$ cat src/rtl/mxs_pkg.sv
// Package: shared constants for the audio routing matrix.
// Assumes 3-bit select codes packed from bit 0 of a 16-bit routing word.
package mxs_pkg;
    localparam int SEL_W    = 3;
    localparam int ROUTE_W  = 16;
    localparam int REG_W    = 16;
    localparam int ADDR_W   = 8;

    typedef logic [SEL_W-1:0] sel_t;

    // Low bit of the select field for destination k.
    function automatic int field_lsb(input int k);
        return k * SEL_W;
    endfunction
endpackage

$ cat src/rtl/mxs_ctrl_regs.sv
// Module: host-side control registers.
// Holds the routing word, which has no reset and loads its default lazily,
// a pending-default flag and a bank of general configuration registers.
// Assumes the routing register address differs from the configuration
// register addresses 0 .. NUM_CFG-1.
module mxs_ctrl_regs
    import mxs_pkg::*;
#(
    parameter int                 NUM_CFG       = 4,
    parameter logic [ADDR_W-1:0]  HOST_SUB      = 8'h12,
    parameter logic [ADDR_W-1:0]  ROUTE_REG     = 8'h13,
    parameter logic [ROUTE_W-1:0] ROUTE_DEFAULT = 16'h0048,
    parameter logic [REG_W-1:0]   CFG_RESET     = 16'h0000
) (
    input  logic                     clk,
    input  logic                     rst_n,
    input  logic                     stby_n,
    input  logic                     host_wr,
    input  logic [ADDR_W-1:0]        host_sub,
    input  logic [ADDR_W-1:0]        host_reg,
    input  logic [REG_W-1:0]         host_data,
    output logic [ROUTE_W-1:0]       route_word,
    output logic                     dflt_pending,
    output logic [NUM_CFG*REG_W-1:0] cfg_flat
);
    localparam int CFG_BITS = NUM_CFG * REG_W;

    logic wr_hit;
    logic route_hit;
    logic [ROUTE_W-1:0] route_q;
    logic pending_q;

    // Decode an accepted write to this block's subaddress.
    always_comb begin
        wr_hit    = host_wr && stby_n && (host_sub == HOST_SUB);
        route_hit = wr_hit && (host_reg == ROUTE_REG);
    end

    // Pending flag: armed by reset, dropped by the first accepted write.
    always_ff @(posedge clk) begin
        if (!rst_n)
            pending_q <= 1'b1;
        else if (wr_hit)
            pending_q <= 1'b0;
    end

    // Routing word: survives reset; explicit write wins over the pending default.
    always_ff @(posedge clk) begin
        if (rst_n) begin
            if (route_hit)
                route_q <= host_data;
            else if (wr_hit && pending_q)
                route_q <= ROUTE_DEFAULT;
        end
    end

    // One general configuration register per address, cleared by reset.
    for (genvar g = 0; g < NUM_CFG; g++) begin : g_cfg
        logic [REG_W-1:0] cfg_q;

        // Configuration register g: reset value or host write.
        always_ff @(posedge clk) begin
            if (!rst_n)
                cfg_q <= CFG_RESET;
            else if (wr_hit && (host_reg == ADDR_W'(g)))
                cfg_q <= host_data;
        end

        assign cfg_flat[g*REG_W +: REG_W] = cfg_q;
    end

    assign route_word   = route_q;
    assign dflt_pending = pending_q;

    if (CFG_BITS < REG_W) begin : g_bad_cfg
        $error("mxs_ctrl_regs: NUM_CFG must be at least 1");
    end
endmodule

$ cat src/rtl/mxs_stereo_sel.sv
// Module: one stereo destination of the crossbar.
// Picks a source pair by select code and captures it on the sample strobe.
// Code 0 is the DSP source when ALLOW_DSP is set, codes 1..NUM_IN pick the
// input pairs and every other code gives silence. No reset: the captured
// sample must survive a general reset.
module mxs_stereo_sel
    import mxs_pkg::*;
#(
    parameter int SMP_W     = 16,
    parameter int NUM_IN    = 4,
    parameter bit ALLOW_DSP = 1'b1
) (
    input  logic                    clk,
    input  logic                    smp_vld,
    input  sel_t                    sel,
    input  logic [NUM_IN*SMP_W-1:0] src_l,
    input  logic [NUM_IN*SMP_W-1:0] src_r,
    input  logic [SMP_W-1:0]        dsp_l,
    input  logic [SMP_W-1:0]        dsp_r,
    output logic [SMP_W-1:0]        out_l,
    output logic [SMP_W-1:0]        out_r
);
    logic [SMP_W-1:0] pick_l;
    logic [SMP_W-1:0] pick_r;

    // Source selection for the current code, silence by default.
    always_comb begin
        pick_l = '0;
        pick_r = '0;
        if (ALLOW_DSP && (sel == '0)) begin
            pick_l = dsp_l;
            pick_r = dsp_r;
        end
        for (int i = 0; i < NUM_IN; i++) begin
            if (int'(sel) == i + 1) begin
                pick_l = src_l[i*SMP_W +: SMP_W];
                pick_r = src_r[i*SMP_W +: SMP_W];
            end
        end
    end

    // Capture the picked pair only at a sample boundary.
    always_ff @(posedge clk) begin
        if (smp_vld) begin
            out_l <= pick_l;
            out_r <= pick_r;
        end
    end
endmodule

$ cat src/rtl/audio_matrix_switch.sv
// Module: top of the stereo routing matrix.
// Connects the control registers to NUM_OUT output selectors and one DSP
// input selector. Assumes the select fields fit into the 16-bit routing word.
module audio_matrix_switch
    import mxs_pkg::*;
#(
    parameter int                 SMP_W         = 16,
    parameter int                 NUM_IN        = 4,
    parameter int                 NUM_OUT       = 2,
    parameter int                 NUM_CFG       = 4,
    parameter logic [7:0]         HOST_SUB      = 8'h12,
    parameter logic [7:0]         ROUTE_REG     = 8'h13,
    parameter logic [15:0]        ROUTE_DEFAULT = 16'h0048
) (
    input  logic                     clk,
    input  logic                     rst_n,
    input  logic                     stby_n,
    input  logic                     host_wr,
    input  logic [7:0]               host_sub,
    input  logic [7:0]               host_reg,
    input  logic [15:0]              host_data,
    input  logic                     smp_vld,
    input  logic [NUM_IN*SMP_W-1:0]  src_l,
    input  logic [NUM_IN*SMP_W-1:0]  src_r,
    input  logic [SMP_W-1:0]         dsp_l,
    input  logic [SMP_W-1:0]         dsp_r,
    output logic [NUM_OUT*SMP_W-1:0] out_l,
    output logic [NUM_OUT*SMP_W-1:0] out_r,
    output logic [SMP_W-1:0]         dspin_l,
    output logic [SMP_W-1:0]         dspin_r,
    output logic [15:0]              route_word,
    output logic                     dflt_pending,
    output logic [NUM_CFG*16-1:0]    cfg_word
);
    localparam int DSP_LSB   = field_lsb(NUM_OUT);
    localparam int USED_BITS = DSP_LSB + SEL_W;

    if (USED_BITS > ROUTE_W) begin : g_bad_fields
        $error("audio_matrix_switch: select fields exceed routing word");
    end
    if (NUM_IN + 1 > (1 << SEL_W)) begin : g_bad_inputs
        $error("audio_matrix_switch: too many inputs for the select code");
    end

    mxs_ctrl_regs #(
        .NUM_CFG       (NUM_CFG),
        .HOST_SUB      (HOST_SUB),
        .ROUTE_REG     (ROUTE_REG),
        .ROUTE_DEFAULT (ROUTE_DEFAULT),
        .CFG_RESET     (16'h0000)
    ) u_regs (
        .clk          (clk),
        .rst_n        (rst_n),
        .stby_n       (stby_n),
        .host_wr      (host_wr),
        .host_sub     (host_sub),
        .host_reg     (host_reg),
        .host_data    (host_data),
        .route_word   (route_word),
        .dflt_pending (dflt_pending),
        .cfg_flat     (cfg_word)
    );

    // Output pair selectors, one select field each.
    for (genvar k = 0; k < NUM_OUT; k++) begin : g_out
        mxs_stereo_sel #(
            .SMP_W     (SMP_W),
            .NUM_IN    (NUM_IN),
            .ALLOW_DSP (1'b1)
        ) u_sel (
            .clk     (clk),
            .smp_vld (smp_vld),
            .sel     (route_word[field_lsb(k) +: SEL_W]),
            .src_l   (src_l),
            .src_r   (src_r),
            .dsp_l   (dsp_l),
            .dsp_r   (dsp_r),
            .out_l   (out_l[k*SMP_W +: SMP_W]),
            .out_r   (out_r[k*SMP_W +: SMP_W])
        );
    end

    // DSP input selector: external pairs only, never the DSP itself.
    mxs_stereo_sel #(
        .SMP_W     (SMP_W),
        .NUM_IN    (NUM_IN),
        .ALLOW_DSP (1'b0)
    ) u_dsp_sel (
        .clk     (clk),
        .smp_vld (smp_vld),
        .sel     (route_word[DSP_LSB +: SEL_W]),
        .src_l   (src_l),
        .src_r   (src_r),
        .dsp_l   (dsp_l),
        .dsp_r   (dsp_r),
        .out_l   (dspin_l),
        .out_r   (dspin_r)
    );
endmodule

$ cat config.mk
export PLATFORM = sky130hd
export DESIGN_NAME = audio_matrix_switch
export DESIGN_NICKNAME = d
export VERILOG_FILES = /design/src/rtl/mxs_pkg.sv /design/src/rtl/mxs_ctrl_regs.sv /design/src/rtl/mxs_stereo_sel.sv /design/src/rtl/audio_matrix_switch.sv
export SDC_FILE = /design/constraint.sdc
export NUM_CORES = 1
export LEC_CHECK = 0
export BUFFER_PORTS_ARGS = -buffer_cell sky130_fd_sc_hd__buf_2
export CAP_MARGIN = 20
export CORE_AREA = 2 2 155 157
export CTS_CLUSTER_DIAMETER = 120
export DETAILED_ROUTE_END_ITERATION = 8
export DIE_AREA = 0 0 157 159
export GPL_TIMING_DRIVEN = 0
export PLACE_DENSITY = 0.79
export REMOVE_ABC_BUFFERS = 1
export SLEW_MARGIN = 20
export SYNTH_ARGS = -nofsm -noshare
export SYNTH_HDL_FRONTEND = slang
export SYNTH_SLANG_ARGS = --single-unit
export TNS_END_PERCENT = 10
$ cat constraint.sdc
create_clock -name clk -period 2.4 [get_ports clk]
set_clock_uncertainty 0.1 [all_clocks]
set_input_delay 0.36 -clock clk [delete_from_list [all_inputs] [get_ports clk]]
set_output_delay 0.36 -clock clk [all_outputs]
set_load 0.05 [all_outputs]
* Word-level counts from Yosys, hierarchy flattened *
Cells that the tools add are included.

operators by class
  add/subtract/negate cells = 0
  multipliers = 0
  divide/modulo/power cells = 0
  order comparisons = 0
  eq/ne operators = 17
  shift operators = 0
  muxes and demuxes = 30
  bitwise operators = 0
  reductions and logical operators = 13

operators by type and width
  cell                                                                   number
  16-bit 2-to-1 mux                                                      30
  3-bit equality test, second input constant                             9
  8-bit by 2-bit equality test with 1-bit output, second input constant  2
  8-bit by 5-bit equality test with 1-bit output, second input constant  2
  3-bit by 2-bit equality test with 1-bit output, second input constant  3
  8-bit by 1-bit equality test with 1-bit output, second input constant  1
  1-bit logical AND                                                      8
  8-bit logical NOT                                                      1
  3-bit logical NOT                                                      2
  2-bit AND reduction                                                    1
  2-bit nonzero test                                                     1

word-level totals
  flip-flop bits (word level) = 177
  latch bits = 0
  RAM bits = 0
  bits in read-only memories = 0
  input bits = 197
  memories kept = 0

* Longest topological paths before layout *
  word-level depth = 6
  depth in mapped cells = 7
  depth with buffers taken out = 4

* By module *
From an unflattened synthesis, not the netlist that was laid out.

unflattened totals
  cells, all modules = 866
  area total of the unflattened synthesis = 10277.4 um2

by module, submodules not included
  module                                times used  cells each  area each (um2)  sequential area each (um2)
  mxs_stereo_sel at g_out[0].u_sel ...  2           199         2371.0           960.9
  mxs_ctrl_regs                         1           280         3081.7           1781.7
  mxs_stereo_sel at u_dsp_sel           1           188         2453.6           960.9

* Worst setup path before layout *
Ideal clock, no wire load.

  path type = reg-to-reg
  start point = register u_regs.route_q[0], in the netlist u_regs.route_word[0]
  end point = register g_out[0].u_sel.out_r[13], data pin
  library setup time = 271 ps
  arrival = 1895 ps
  required time = 2029 ps
  slack = 134 ps
  cell stages (with the launch flop) = 8
  buffers on the path = 3
  cell sequence = edfxtp_1 buf_2 buf_2 clkbuf_1 mux2i_1 nor2_1 a21oi_1 o22ai_1

on the way
  longest elaborated chain between the ends = 6

RTL lines
  element                              RTL line              source
  from (decl)                          mxs_ctrl_regs.sv:30   logic [ROUTE_W-1:0] route_q;
  from (signal assigned)               mxs_ctrl_regs.sv:51   route_q <= host_data;
  3-bit logical NOT                    mxs_stereo_sel.sv:30  if (ALLOW_DSP && (sel == '0)) begin
  16-bit 2-to-1 mux                    mxs_stereo_sel.sv:30
  16-bit 2-to-1 mux (3 in a row)       mxs_stereo_sel.sv:35  if (int'(sel) == i + 1) begin
  16-bit 2-to-1 mux (*)                mxs_stereo_sel.sv:35
  named net g_out[0].u_sel.pick_r[13]  mxs_stereo_sel.sv:24  logic [SMP_W-1:0] pick_r;
  to (signal assigned)                 mxs_stereo_sel.sv:46  out_r <= pick_r;
  to (decl)                            mxs_stereo_sel.sv:21  output logic [SMP_W-1:0] out_r

Mark *: on every way through the listed nets, which the timed path passes. The rest lies on a longest branch.
A chain may end at the register's enable or synchronous reset.

* Worst setup path in the final report *
  start point = register u_regs.route_q[3], in the netlist u_regs.route_word[3]
  end point = register g_out[1].u_sel.out_l[3], data pin

on the way
  longest elaborated chain between the ends = 6

RTL lines
  element                             RTL line              source
  3-bit logical NOT                   mxs_stereo_sel.sv:30
  16-bit 2-to-1 mux                   mxs_stereo_sel.sv:30
  16-bit 2-to-1 mux (3 in a row)      mxs_stereo_sel.sv:35
  16-bit 2-to-1 mux (*)               mxs_stereo_sel.sv:35
  named net g_out[1].u_sel.pick_l[3]  mxs_stereo_sel.sv:23  logic [SMP_W-1:0] pick_l;
  to (signal assigned)                mxs_stereo_sel.sv:45  out_l <= pick_l;
  to (decl)                           mxs_stereo_sel.sv:20  output logic [SMP_W-1:0] out_l,

Marked as above.

==> flow_metrics.tcl <==
set metrics [dict create \
    yosysSeqAreaShare 0.505 \
    grt_max_degree 83 \
    final_antenna_net_count 0 \
    cp.arrival_ns 2.36 \
    io_buffers 373 \
    viasPerCell 5.59 \
    place_inst 1470 \
    clk_pin_slew_ns 0.07 \
    cts_tree "done" \
    cp_max_fo 10 \
    worstSetupPathType "register to register" \
    peakVddDrop_uv 444 \
    start_util 0.398 \
    finalSetupViolCount 0 \
    period_share 0.944 \
    synth_cell_type_count 32 \
    maxCapViolations 0 \
    drv_slew 0 \
    powerDensity_mw_per_mm2 536 \
    utilization 0.536 \
    antenna_found_initial 8 \
    grt.total_usage 0.257 \
    synth_edf_count 112 \
    first_iter_violations 712 \
    place.gp.congestion 0.852 \
    hold_path.class "primary input to register" \
    area_growth_syn_to_layout_pct 34.8 \
    drcViolationCount 0 \
    hold_viol 0 \
    cts.sinks 177 \
    synthFlopType "edfxtp_1" \
    clk_latency_ns 0.42 \
    worst_slew_pin_slew_ns 1.14 \
    stdcell_count 1510 \
    die_area_sq_mm 0.0250 \
    yosys_warnings 0 \
    start_kind "register" \
    wirelength_mm 32.4 \
    fin_setup_tns_ns 0 \
    relSlewSlack 0.240 \
    final_common_cell "buf_2" \
    ys_async_sr_fraction 0 \
    drt-pass1-iter-count 5 \
    dpl.hpwl_mm 23.7 \
    avgSynthCellArea_sq_um 11.3 \
    pin_count 374 \
    yosys_register_bits 177 \
    run_status "finished clean" \
    htreeDepth 4 \
    drt-wirelength-per-cell_microns 21.5 \
    syn_inst 814 \
    grt_pass1_wl_mm 49.1 \
    whs_ns 0.121 \
    drive_gt1_frac 0.419 \
    netlist_area_sq_mm 0.00923 \
    cts-root-buf "clkbuf_16" \
    vias 8442 \
    cts_setup_buffers 0 \
    fmax_mhz 442 \
    grt_setup_unrepaired "no" \
    grt_overflow_total 0 \
    grt_pass1_vias 8679 \
    dieHeight_microns 159 \
    cts_made_buffers 17 \
    layout_common_cells "buf_2 (371), mux2i_1 (122), nand2_1 (114), edfxtp_1 (112), dfxtp_1 (65)" \
    nets 1368 \
    core_sq_mm 0.0232 \
    clockBufferDepth 2 \
    endpoint_kind "register" \
    rows 56 \
    fin_crit_ns 2.26 \
    die_w_microns 157 \
    p_leak_nw 5.63 \
    cp.required_ns 2.50 \
]
[worst max-delay path, cell delays in order, from the launching register on]
cell and delay, ns:
edfxtp_1 0.56, buf_8 0.23, nor3b_4 0.42, buf_4 0.28
buf_4 0.23, nand2_1 0.07, o21ai_0 0.14
[Yosys cell counts (2+ instances only)]
cell type	count	area share
nand3_1	6	0.0033
a22oi_1	58	0.047
buf_12	2	0.0043
inv_1	38	0.015
buf_6	2	0.0024
mux2i_1	122	0.13
nor2b_1	4	0.0027
nand2_1	114	0.046
buf_2	7	0.0038
nand2b_1	3	0.0020
edfxtp_1	112	0.36
o21ai_0	39	0.021
mux4_2	38	0.093
dfxtp_1	65	0.14
buf_1	4	0.0016
nor2_1	30	0.012
clkbuf_1	56	0.023
a21oi_1	26	0.014
nor3_4	4	0.0071
and2_1	15	0.010
o22ai_1	58	0.039
[report_power, final]
part / internal, mW / switching, mW
clock network: 1.39 / 1.33
registers: 3.26 / 0.0124
logic: 0.241 / 0.429
[timing repair]
action                     in CTS  in global routing
hold buffers                    0                  0
setup endpoints to repair       1                  0
gates resized for setup         1                  0
[registers in the layout (all words and copies together) (netlist names)]
register	count
g_out.u_sel.out_l	32
u_dsp_sel.out_l	16
g_out.u_sel.out_r	32
u_dsp_sel.out_r	16
u_regs.route_word	16
u_regs.g_cfg.cfg_q	64
u_regs.dflt_pending	1
[through the flow]
step	power, mW	worst slack, ns	instance area [sq um]
final	6.67	0.135	12400
after global routing	6.89	0.0442	12400
after CTS	6.72	0.139	12400
after detailed placement	4.01	-0.190	11800
after global placement	3.99	-4.19	11200
after floorplan	3.65	-1.25	8900
[cell families (layout without fill, tap and decap cells)]
family                 count (synthesis)  in the layout  share of synthesized area
and+or+nand+nor                      186            186                     0.0961
AOI/OAI and AO/OA                    182            182                      0.123
DFF                                  177            177                      0.505
muxes                                160            160                      0.225
buffers and inverters                109            479                     0.0504
other                                  0              7                          0
[layout make-up]
class	count	area, sq um
Fill cell	2024	10800
Sequential cell	177	4660
Multi-Input combinational cell	528	4140
Timing Repair Buffer	409	2520
Clock buffer	18	439
Tap cell	319	399
Inverter	38	143
Clock inverter	14	114
Antenna cell	7	17.5
[metal layers]
| metal | wire, microns | track usage | up-vias |
|---|---|---|---|
| met5 | 24 | 0 | - |
| met4 | 986 | 0.103 | 4 |
| met3 | 3530 | 0.0803 | 77 |
| met2 | 15700 | 0.427 | 580 |
| met1 | 12200 | 0.309 | 4014 |
| li1 | - | - | 3767 |
[final timing paths]
path / from / to / slack, ns / depth (start not counted)
worst max-delay path: u_regs.route_word[3]$_SDFFCE_PN1P_ / g_out[1].u_sel.out_l[3]$_DFFE_PP_ / 0.14 / 6
worst min-delay path: host_data[3] / u_regs.route_word[3]$_SDFFCE_PN1P_ / 0.12 / 2
worst max register to register: u_regs.route_word[3]$_SDFFCE_PN1P_ / g_out[1].u_sel.out_l[3]$_DFFE_PP_ / 0.14 / 6
worst min register to register: u_regs.g_cfg[0].cfg_q[7]$_SDFFE_PN0P_ / u_regs.g_cfg[0].cfg_q[7]$_SDFFE_PN0P_ / 0.36 / 2
Note: power is estimated with default switching activity, not from simulation.
